[config.mk]
export PLATFORM = sky130hd
export DESIGN_NAME = dual_mailbox
export DESIGN_NICKNAME = d
export VERILOG_FILES = /design/src/rtl/mbx_pkg.sv /design/src/rtl/mbx_port_decode.sv /design/src/rtl/mbx_inbox.sv /design/src/rtl/dual_mailbox.sv
export SDC_FILE = /design/constraint.sdc
export NUM_CORES = 1
export LEC_CHECK = 0
export ABC_CLOCK_PERIOD_IN_PS = 3720
export BUFFER_PORTS_ARGS = -buffer_cell sky130_fd_sc_hd__buf_2
export CORE_MARGIN = 1
export CORE_UTILIZATION = 51
export DETAILED_ROUTE_END_ITERATION = 16
export PLACE_DENSITY_LB_ADDON = 0.15
export SETUP_SLACK_MARGIN = 0.1
export SLEW_MARGIN = 20
export SYNTH_ARGS = -nofsm -noshare
export SYNTH_HDL_FRONTEND = slang
export SYNTH_SLANG_ARGS = --single-unit
[constraint.sdc]
create_clock -name clk -period 3.72 [get_ports clk]
set_input_delay 0.93 -clock clk [delete_from_list [all_inputs] [get_ports clk]]
set_output_delay 0.93 -clock clk [all_outputs]
set_load 0.05 [all_outputs]
[src/rtl/mbx_pkg.sv]
package mbx_pkg;

    typedef enum logic [2:0] {
        ACC_NONE,
        ACC_BOX_RD,
        ACC_BOX_WR,
        ACC_FLAG_RD,
        ACC_FLAG_CLR,
        ACC_MASK_RD,
        ACC_MASK_WR
    } acc_kind_e;

    // Map one port's bus cycle onto an access kind in mailbox space.
    function automatic acc_kind_e classify(
        input logic        en,
        input logic        we,
        input logic        sel_n,
        input int unsigned offs,
        input int unsigned nbox
    );
        if (!en || sel_n)      return ACC_NONE;
        if (offs < nbox)       return we ? ACC_BOX_WR : ACC_BOX_RD;
        if (offs == nbox)      return we ? ACC_FLAG_CLR : ACC_FLAG_RD;
        if (offs == nbox + 1)  return we ? ACC_MASK_WR : ACC_MASK_RD;
        return ACC_NONE;
    endfunction

endpackage

[src/rtl/mbx_port_decode.sv]
module mbx_port_decode
    import mbx_pkg::*;
#(
    parameter int unsigned ADDR_W  = 6,
    parameter int unsigned NUM_BOX = 4,
    localparam int unsigned IDX_W  = (NUM_BOX > 1) ? $clog2(NUM_BOX) : 1
) (
    input  logic              en,
    input  logic              we,
    input  logic              sel_n,
    input  logic [ADDR_W-1:0] addr,
    output acc_kind_e         kind,
    output logic [IDX_W-1:0]  idx
);

    always_comb begin
        kind = classify(en, we, sel_n, 32'(addr), NUM_BOX);
        idx  = addr[IDX_W-1:0];
    end

endmodule

[src/rtl/mbx_inbox.sv]
module mbx_inbox
    import mbx_pkg::*;
#(
    parameter int unsigned DATA_W  = 16,
    parameter int unsigned NUM_BOX = 4,
    localparam int unsigned IDX_W  = (NUM_BOX > 1) ? $clog2(NUM_BOX) : 1
) (
    input  logic              clk,
    input  logic              rst,
    input  acc_kind_e         own_kind,
    input  logic [IDX_W-1:0]  own_idx,
    input  logic [DATA_W-1:0] own_wdata,
    input  acc_kind_e         peer_kind,
    input  logic [IDX_W-1:0]  peer_idx,
    input  logic [DATA_W-1:0] peer_wdata,
    output logic [DATA_W-1:0] rdata,
    output logic              irq_n
);

    logic [DATA_W-1:0]  box [NUM_BOX];
    logic [NUM_BOX-1:0] flag;
    logic [NUM_BOX-1:0] mask;
    logic [NUM_BOX-1:0] set_vec;
    logic [NUM_BOX-1:0] clr_vec;

    for (genvar i = 0; i < NUM_BOX; i++) begin : g_slot
        always_comb begin
            set_vec[i] = (peer_kind == ACC_BOX_WR) && (peer_idx == IDX_W'(i));
            clr_vec[i] = ((own_kind == ACC_BOX_RD) && (own_idx == IDX_W'(i)))
                       || ((own_kind == ACC_FLAG_CLR) && own_wdata[i]);
        end

        always_ff @(posedge clk) begin
            if (rst)             box[i] <= '0;
            else if (set_vec[i]) box[i] <= peer_wdata;
        end

        // a peer write lands in the addressed slot
        assert_slot_written_R3: assert property (@(posedge clk) disable iff (rst)
            set_vec[i] |=> (box[i] == $past(peer_wdata)));
    end

    // Set has priority over any clear in the same cycle.
    always_ff @(posedge clk) begin
        if (rst) flag <= '0;
        else     flag <= (flag & ~clr_vec) | set_vec;
    end

    always_ff @(posedge clk) begin
        if (rst)                         mask <= '1;
        else if (own_kind == ACC_MASK_WR) mask <= own_wdata[NUM_BOX-1:0];
    end

    // Registered read port; old slot contents win over a same-cycle write.
    always_ff @(posedge clk) begin
        if (rst) begin
            rdata <= '0;
        end else begin
            unique case (own_kind)
                ACC_BOX_RD:  rdata <= box[own_idx];
                ACC_FLAG_RD: rdata <= DATA_W'(flag);
                ACC_MASK_RD: rdata <= DATA_W'(mask);
                default:     rdata <= '0;
            endcase
        end
    end

    assign irq_n = ~|(flag & ~mask);

    // a flag being set ends set, whatever clear hits it
    assert_set_wins_R8: assert property (@(posedge clk) disable iff (rst)
        (|set_vec) |=> ((flag & $past(set_vec)) == $past(set_vec)));

    // cleared bits without a concurrent set end at zero
    assert_clear_done_R6: assert property (@(posedge clk) disable iff (rst)
        (|(clr_vec & ~set_vec)) |=> ((flag & $past(clr_vec & ~set_vec)) == '0));

    // reset leaves every source masked
    assert_mask_reset_R1: assert property (@(posedge clk)
        rst |=> (&mask));

    // mask moves only on a mask write
    assert_mask_hold_R7: assert property (@(posedge clk) disable iff (rst)
        (own_kind != ACC_MASK_WR) |=> $stable(mask));

    // no read access means zero read data next cycle
    assert_idle_zero_R9: assert property (@(posedge clk) disable iff (rst)
        (own_kind inside {ACC_NONE, ACC_BOX_WR, ACC_FLAG_CLR, ACC_MASK_WR})
        |=> (rdata == '0));

endmodule

[src/rtl/dual_mailbox.sv]
module dual_mailbox
    import mbx_pkg::*;
#(
    parameter int unsigned DATA_W  = 16,
    parameter int unsigned ADDR_W  = 6,
    parameter int unsigned NUM_BOX = 4
) (
    input  logic              clk,
    input  logic              rst,
    input  logic              a_en,
    input  logic              a_we,
    input  logic              a_mbx_sel_n,
    input  logic [ADDR_W-1:0] a_addr,
    input  logic [DATA_W-1:0] a_wdata,
    output logic [DATA_W-1:0] a_rdata,
    output logic              a_irq_n,
    input  logic              b_en,
    input  logic              b_we,
    input  logic              b_mbx_sel_n,
    input  logic [ADDR_W-1:0] b_addr,
    input  logic [DATA_W-1:0] b_wdata,
    output logic [DATA_W-1:0] b_rdata,
    output logic              b_irq_n
);

    localparam int unsigned IDX_W   = (NUM_BOX > 1) ? $clog2(NUM_BOX) : 1;
    localparam int unsigned N_PORTS = 2;

    // Flag and mask offsets must fit the address and data fields.
    if (NUM_BOX + 2 > (1 << ADDR_W)) begin : g_bad_addr
        $error("mailbox space does not fit the address width");
    end
    if (NUM_BOX > DATA_W) begin : g_bad_data
        $error("flag register wider than data path");
    end

    logic              p_en    [N_PORTS];
    logic              p_we    [N_PORTS];
    logic              p_sel_n [N_PORTS];
    logic [ADDR_W-1:0] p_addr  [N_PORTS];
    logic [DATA_W-1:0] p_wdata [N_PORTS];
    logic [DATA_W-1:0] p_rdata [N_PORTS];
    logic              p_irq_n [N_PORTS];
    acc_kind_e         p_kind  [N_PORTS];
    logic [IDX_W-1:0]  p_idx   [N_PORTS];

    assign p_en[0]    = a_en;
    assign p_we[0]    = a_we;
    assign p_sel_n[0] = a_mbx_sel_n;
    assign p_addr[0]  = a_addr;
    assign p_wdata[0] = a_wdata;
    assign p_en[1]    = b_en;
    assign p_we[1]    = b_we;
    assign p_sel_n[1] = b_mbx_sel_n;
    assign p_addr[1]  = b_addr;
    assign p_wdata[1] = b_wdata;

    assign a_rdata = p_rdata[0];
    assign a_irq_n = p_irq_n[0];
    assign b_rdata = p_rdata[1];
    assign b_irq_n = p_irq_n[1];

    for (genvar p = 0; p < N_PORTS; p++) begin : g_port
        localparam int unsigned PEER = N_PORTS - 1 - p;

        mbx_port_decode #(
            .ADDR_W  (ADDR_W),
            .NUM_BOX (NUM_BOX)
        ) u_dec (
            .en    (p_en[p]),
            .we    (p_we[p]),
            .sel_n (p_sel_n[p]),
            .addr  (p_addr[p]),
            .kind  (p_kind[p]),
            .idx   (p_idx[p])
        );

        mbx_inbox #(
            .DATA_W  (DATA_W),
            .NUM_BOX (NUM_BOX)
        ) u_inbox (
            .clk        (clk),
            .rst        (rst),
            .own_kind   (p_kind[p]),
            .own_idx    (p_idx[p]),
            .own_wdata  (p_wdata[p]),
            .peer_kind  (p_kind[PEER]),
            .peer_idx   (p_idx[PEER]),
            .peer_wdata (p_wdata[PEER]),
            .rdata      (p_rdata[p]),
            .irq_n      (p_irq_n[p])
        );

        // memory-mode cycles never reach the mailbox space
        assert_memmode_quiet_R2: assert property (@(posedge clk) disable iff (rst)
            p_sel_n[p] |-> (p_kind[p] == ACC_NONE));
    end

endmodule

**Word-level counts from Yosys, hierarchy flattened**

Memory sizes are Yosys's and may differ from the RTL's.
Cells that the tools add are included.

- Memory bits (writable): 128
- Memories kept: 2
- Word-level logic and storage cells: 170
- Register bits: 48
- Output and inout port bits: 34
- Input port bits: 52

Memory list:

| memory | words | bits a word | rd ports | clocked after memory_dff | wr ports | RTL line | RTL |
|---|---|---|---|---|---|---|---|
| g_port[0].u_inbox.box | 4 | 16 | 1 | 0 | 4 | mbx_inbox.sv:20 | `logic [DATA_W-1:0] box [NUM_BOX];` |
| g_port[1].u_inbox.box | 4 | 16 | 1 | 0 | 4 | mbx_inbox.sv:20 |  |

- Multiplexer cells: 78
- $lt $le $gt $ge: 2
- Reduce and logical (&&, ||, !) cells: 42
- Bitwise logic cells: 18
- Equal/unequal tests: 22

Operators by type and width:

| kind | number |
|---|---|
| 16-bit two-way mux | 8 |
| 16-bit case mux with 3 select lines | 2 |
| 3-bit two-way mux | 18 |
| 1-bit two-way mux | 46 |
| 6-bit by 3-bit equality test with 1-bit output (second input constant) | 4 |
| 1-bit logical AND | 24 |
| 3-bit equality test (second input constant) | 6 |
| 4-bit AND | 4 |
| 4-bit NOT | 4 |
| 3-bit by 2-bit equality test with 1-bit output (second input constant) | 4 |
| 6-bit by 3-bit < comparator with 1-bit output (second input constant) | 2 |
| 1-bit logical OR | 10 |
| 2-bit equality test (second input constant) | 4 |
| 2-bit two-way mux | 4 |
| 1-bit bitwise OR | 8 |
| 4-bit bitwise OR | 2 |
| 4-bit OR reduction | 2 |
| 3-bit by 1-bit equality test with 1-bit output (second input constant) | 2 |
| 2-bit by 1-bit equality test with 1-bit output (second input constant) | 2 |
| 1-bit zero test | 4 |
| 2-bit zero test | 2 |

**Longest topological paths before layout**

- Word-level depth: 19
- Gate-level depth with buffers: 6
- Mapped depth without buffers: 4

**Hierarchy**

Synthesis repeated with hierarchy kept, for this count alone.

- Cells, all modules: 530
- Area total of the unflattened synthesis: 7744.9 sq um

By module, submodules not included:

| module | area an instance (sq um) | times used | cells each | seq. area each (sq um) |
|---|---|---|---|---|
| mbx_inbox | 3777.4 | 2 | 253 | 2402.3 |
| mbx_port_decode | 95.1 | 2 | 12 | 0.0 |

**Worst setup path before layout**

No wires, ideal clock.

- Path type: input-to-reg
- From: in b_mbx_sel_n
- To: mem g_port[0].u_inbox.box[3][0], enable pin
- Slack: 77 ps
- Data arrival time: 3228 ps
- Path buffers: 1
- Data required time: 3306 ps
- Stages: 4
- Library setup time: 414 ps
- Path through: or4b_4 or2_2 clkbuf_1 o31ai_1

RTL lines:

| what | RTL line | RTL |
|---|---|---|
| from (decl) | dual_mailbox.sv:19 | `input logic b_mbx_sel_n,` |
| to (decl) | mbx_inbox.sv:20 |  |

==> out/qor_table.md <==
| Quantity | This run |
|---|---|
| Top-level I/O count | 86 |
| Status | finished clean |
| Seq. cell area | 4805 sq um |
| Total core area | 14,480 sq um |
| Share of synthesized registers carrying an async set or reset | 0% |
| Number of nets produced by synthesis | 593 |
| DRC violation count after routing | 0 |
| Die area | 15,240 sq um |
| Post-CTS repair timing setup buffer count | 0 |
| Fraction of the core area covered by cells at the end of the flow | 61.18% |
| Clock latency of the later-clocked register in the worst-skew pair | 0.43 ns |
| Area leader, netlist | edfxtp_1 |
| Accumulated negative setup slack | 0 ns |
| Final Hold Viols | 0 |
| Flop and latch count out of synthesis | 176 |
| Type of the worst setup path | primary input to flop |
| RSZ-0062 raised after global routing | false |
| Final wirelength | 16,170 um |
| Die boundary height | 123.4 um |
| Launching instance or port of the critical path | b_mbx_sel_n |
| Setup Skew | 0.01010 ns |
| Number of vias per cell after detailed routing | 5.611 |
| Number of buffer and inverter instances along the worst setup path | 1 |
| RePlAce Congestion | 0.8680 |
| Overall power consumption | 4328 uW |
| Kind of path behind the tightest hold check | flop to flop |
| WHS Path Cells | 2 |
| Fraction of the cycle the final worst path needs | 72.69% |
| First-pass GRT wire length | 25,190 um |
| Share of cells above drive strength 1 | 28.13% |
| Dpl cells | 799 |
| Peak fanout along the critical path | 17 |
| Net count, final | 686 |
| Starting DRC count in detailed routing | 299 |
| Setup violators final | 0 |
| Number of cells traversed by the worst register-to-register path | 4 |
| Chain of cells forming the critical path | buf_2, or4b_4, or4_4, nor3b_4, and2_1 |
| Max capacitance violation total | 0 |
| Number of flops mapped to enable cells by yosys | 128 |
| Primary flip-flop cell chosen by synthesis mapping | edfxtp_1 |
| IO buf count | 85 |
| Leading cell type in the layout, fill and taps excluded | and2_1 |
| Reported leakage power | 0.003476 uW |
| Flop2flop setup slack | 2.43 ns |
| Maximum number of pins on one net before global-route repair | 30 |
| Cts-stage hold buffer count | 0 |
| Critical Path AT | 2.99 ns |
| CTS tree | yes |
| TritonCTS Sinks | 176 |
| Count of final max-slew check failures | 0 |
| Shortest period the worst path allows | 2.704 ns |
| Number of warnings issued by yosys | 0 |
| Highest-count cells in the layout ignoring fill and taps | and2_1, edfxtp_1, buf_2 |
| Critical Path Source Type | primary input |
| Clock buffers created by TritonCTS | 17 |
| Clk root buf | clkbuf_16 |
| CTS clk-pin slew, worst paths | 0.06 ns |
| Final antenna-violating net count | 0 |
| Longest individual stage delay on the worst path | 0.61 ns |
| Proportion of netlist area held by the largest area contributor | 51.10% |
| Growth of design area from synthesis to finish | 17.76% |
| Global Route Usage Sum | 22.99% |
| Routed len/inst | 19.46 um |
| Worst vdd rail ir drop | 0.3310 mV |
| Worst r2r src | g_port[0].u_inbox.box[3][2]$_SDFFCE_PN0P_ |
| Stages on worst setup path | 5 |
| Worst reg2reg endpoint | g_port[0].u_inbox.rdata[2]$_SDFF_PP0_ |
| Cell class contributing the biggest share of worst-path delay | simple AND/OR/NAND/NOR gates |
| Count of mapped cells out of synthesis | 541 |
| Number of antenna violations at the first check in global routing | 0 |
| Number of levels the H-tree was split into | 4 |
| Effective utilization at floorplan | 51.95% |
| Achievable clock frequency | 0.3698 GHz |
| Die W | 123.4 um |
| Fill cell total of the finished layout | 1,151 |
| Power density over the cells | 488.6 nW/um^2 |
| Critical Path Sink Type | flop |
| Worst-Margin Slew | 0.6874 ns |
| Count of non-filler cells in the finished layout | 831 |
| Total of cells resized after clock tree synthesis | 0 |
| Required time at the worst-slack endpoint | 4.01 ns |
| Ranking of synthesized cells by area | edfxtp_1, dfxtp_1, and2_1 |
| Area of the multi-input gates | 2575 sq um |
| Sequential cell area fraction in the yosys report | 63.87% |
| Critical-path top delay cell | nor3b_4 |
| Headroom to the max-slew limit | 54.13% |
| Critical Path Sink | g_port[0].u_inbox.box[2][8]$_SDFFCE_PN0P_ |
| Aggregate global routing overflow | 0 |
| Netlist Area Pre-Place | 7522 sq um |
| Antenna cells | 0 |
| Syn avg cell area | 13.90 sq um |
| DP HPWL | 10,200 um |
| Vias in the first global route | 4,767 |
| Maximum root-to-sink buffer count | 2 |
| Distinct cell type count of the synthesized netlist | 48 |
| Number of rows created at floorplan | 44 |
| Vias after detailed routing | 4,663 |
| Number of optimization iterations in the first detailed-route pass | 5 |
-- Yosys cell counts (all sizes together) (3+ instances only) --
cell	count
buf	7
nor2	17
and2	129
nor3	7
nand2b	7
or2	4
o21ai	7
edfxtp	128
dfxtp	48
inv	11
clkbuf	24
and3	30
mux4	30
nor4	3
o31ai	3
a41o	6
a211o	3
mux2i	10
nand2	23
o31a	4
o22ai	7
a21oi	3
nand4	5
-- worst min-delay path, stage by stage, from the launching register on --
cell     delay, ns
dfxtp_1       0.35
mux2i_1       0.08
nand2_1       0.06
-- registers in the layout (all words and copies together) (netlist names) --
register              cells
g_port.u_inbox.mask       8
g_port.u_inbox.flag       8
g_port.u_inbox.box      128
g_port.u_inbox.rdata     32
-- per-stage QoR --
| step | area [sq um] | hold slack [ns] | setup slack, ns |
|---|---|---|---|
| 3_3_place_gp | 8220 | 0.4970 | 0.6014 |
| 2_1_floorplan | 7522 | 0.4584 | 0.07744 |
| 6_report | 8859 | 0.5150 | 1.016 |
| 5_1_grt | 8859 | 0.5396 | 0.9085 |
| 3_5_place_dp | 8227 | 0.5084 | 0.5816 |
| 4_1_cts | 8859 | 0.5247 | 1.038 |
-- cell families (layout without fill, tap and decap cells) --
kind of cell | after synthesis | after routing | share of synthesized area, %
AND/OR/NAND/NOR | 235 | 235 | 18.73
flip-flops | 176 | 176 | 63.87
AO/OA/AOI/OAI | 47 | 47 | 4.707
multiplexers | 40 | 40 | 10.31
XOR/XNOR | 1 | 1 | 0.1165
buffers and inverters | 42 | 148 | 2.262
-- metal layers --
| metal | up-vias | track usage (%) | share of wire (%) |
|---|---|---|---|
| met5 | - | 0 | 0 |
| met4 | 0 | 7.907 | 1.2 |
| met3 | 14 | 5.351 | 5.0 |
| met2 | 144 | 36.84 | 49 |
| met1 | 2322 | 30.82 | 44 |
| li1 | 2183 | - | - |
-- how the worst min path moves through the flow --
stage	start	to	slack, ns
after floorplan	g_port[1].u_inbox.mask[1]$_SDFFE_PP1N_	g_port[1].u_inbox.mask[1]$_SDFFE_PP1N_	0.46
after global placement	g_port[0].u_inbox.mask[1]$_SDFFE_PP1N_	g_port[0].u_inbox.mask[1]$_SDFFE_PP1N_	0.50
after detailed placement	g_port[1].u_inbox.mask[3]$_SDFFE_PP1N_	g_port[1].u_inbox.mask[3]$_SDFFE_PP1N_	0.51
after CTS	g_port[0].u_inbox.mask[1]$_SDFFE_PP1N_	g_port[0].u_inbox.mask[1]$_SDFFE_PP1N_	0.52
after global routing	g_port[1].u_inbox.flag[0]$_SDFF_PP0_	g_port[1].u_inbox.flag[0]$_SDFF_PP0_	0.54
final	g_port[0].u_inbox.mask[1]$_SDFFE_PP1N_	g_port[0].u_inbox.mask[1]$_SDFFE_PP1N_	0.51
-- power by group --
part           switching [uW]  leakage (uW)  internal [uW]
clock network             725      0.000304           1170
registers                18.5       0.00160           2170
logic                     138       0.00157            102
total                     881       0.00348           3450
-- layout make-up --
class,instances,area share (%)
multi-input combinational,323,29.07
sequential,176,54.24
tap,184,2.599
inverter,11,0.4661
timing repair buffer,105,6.497
clock buffer,22,5.353
clock inverter,10,1.780
Note: power is estimated with default switching activity, not from simulation.
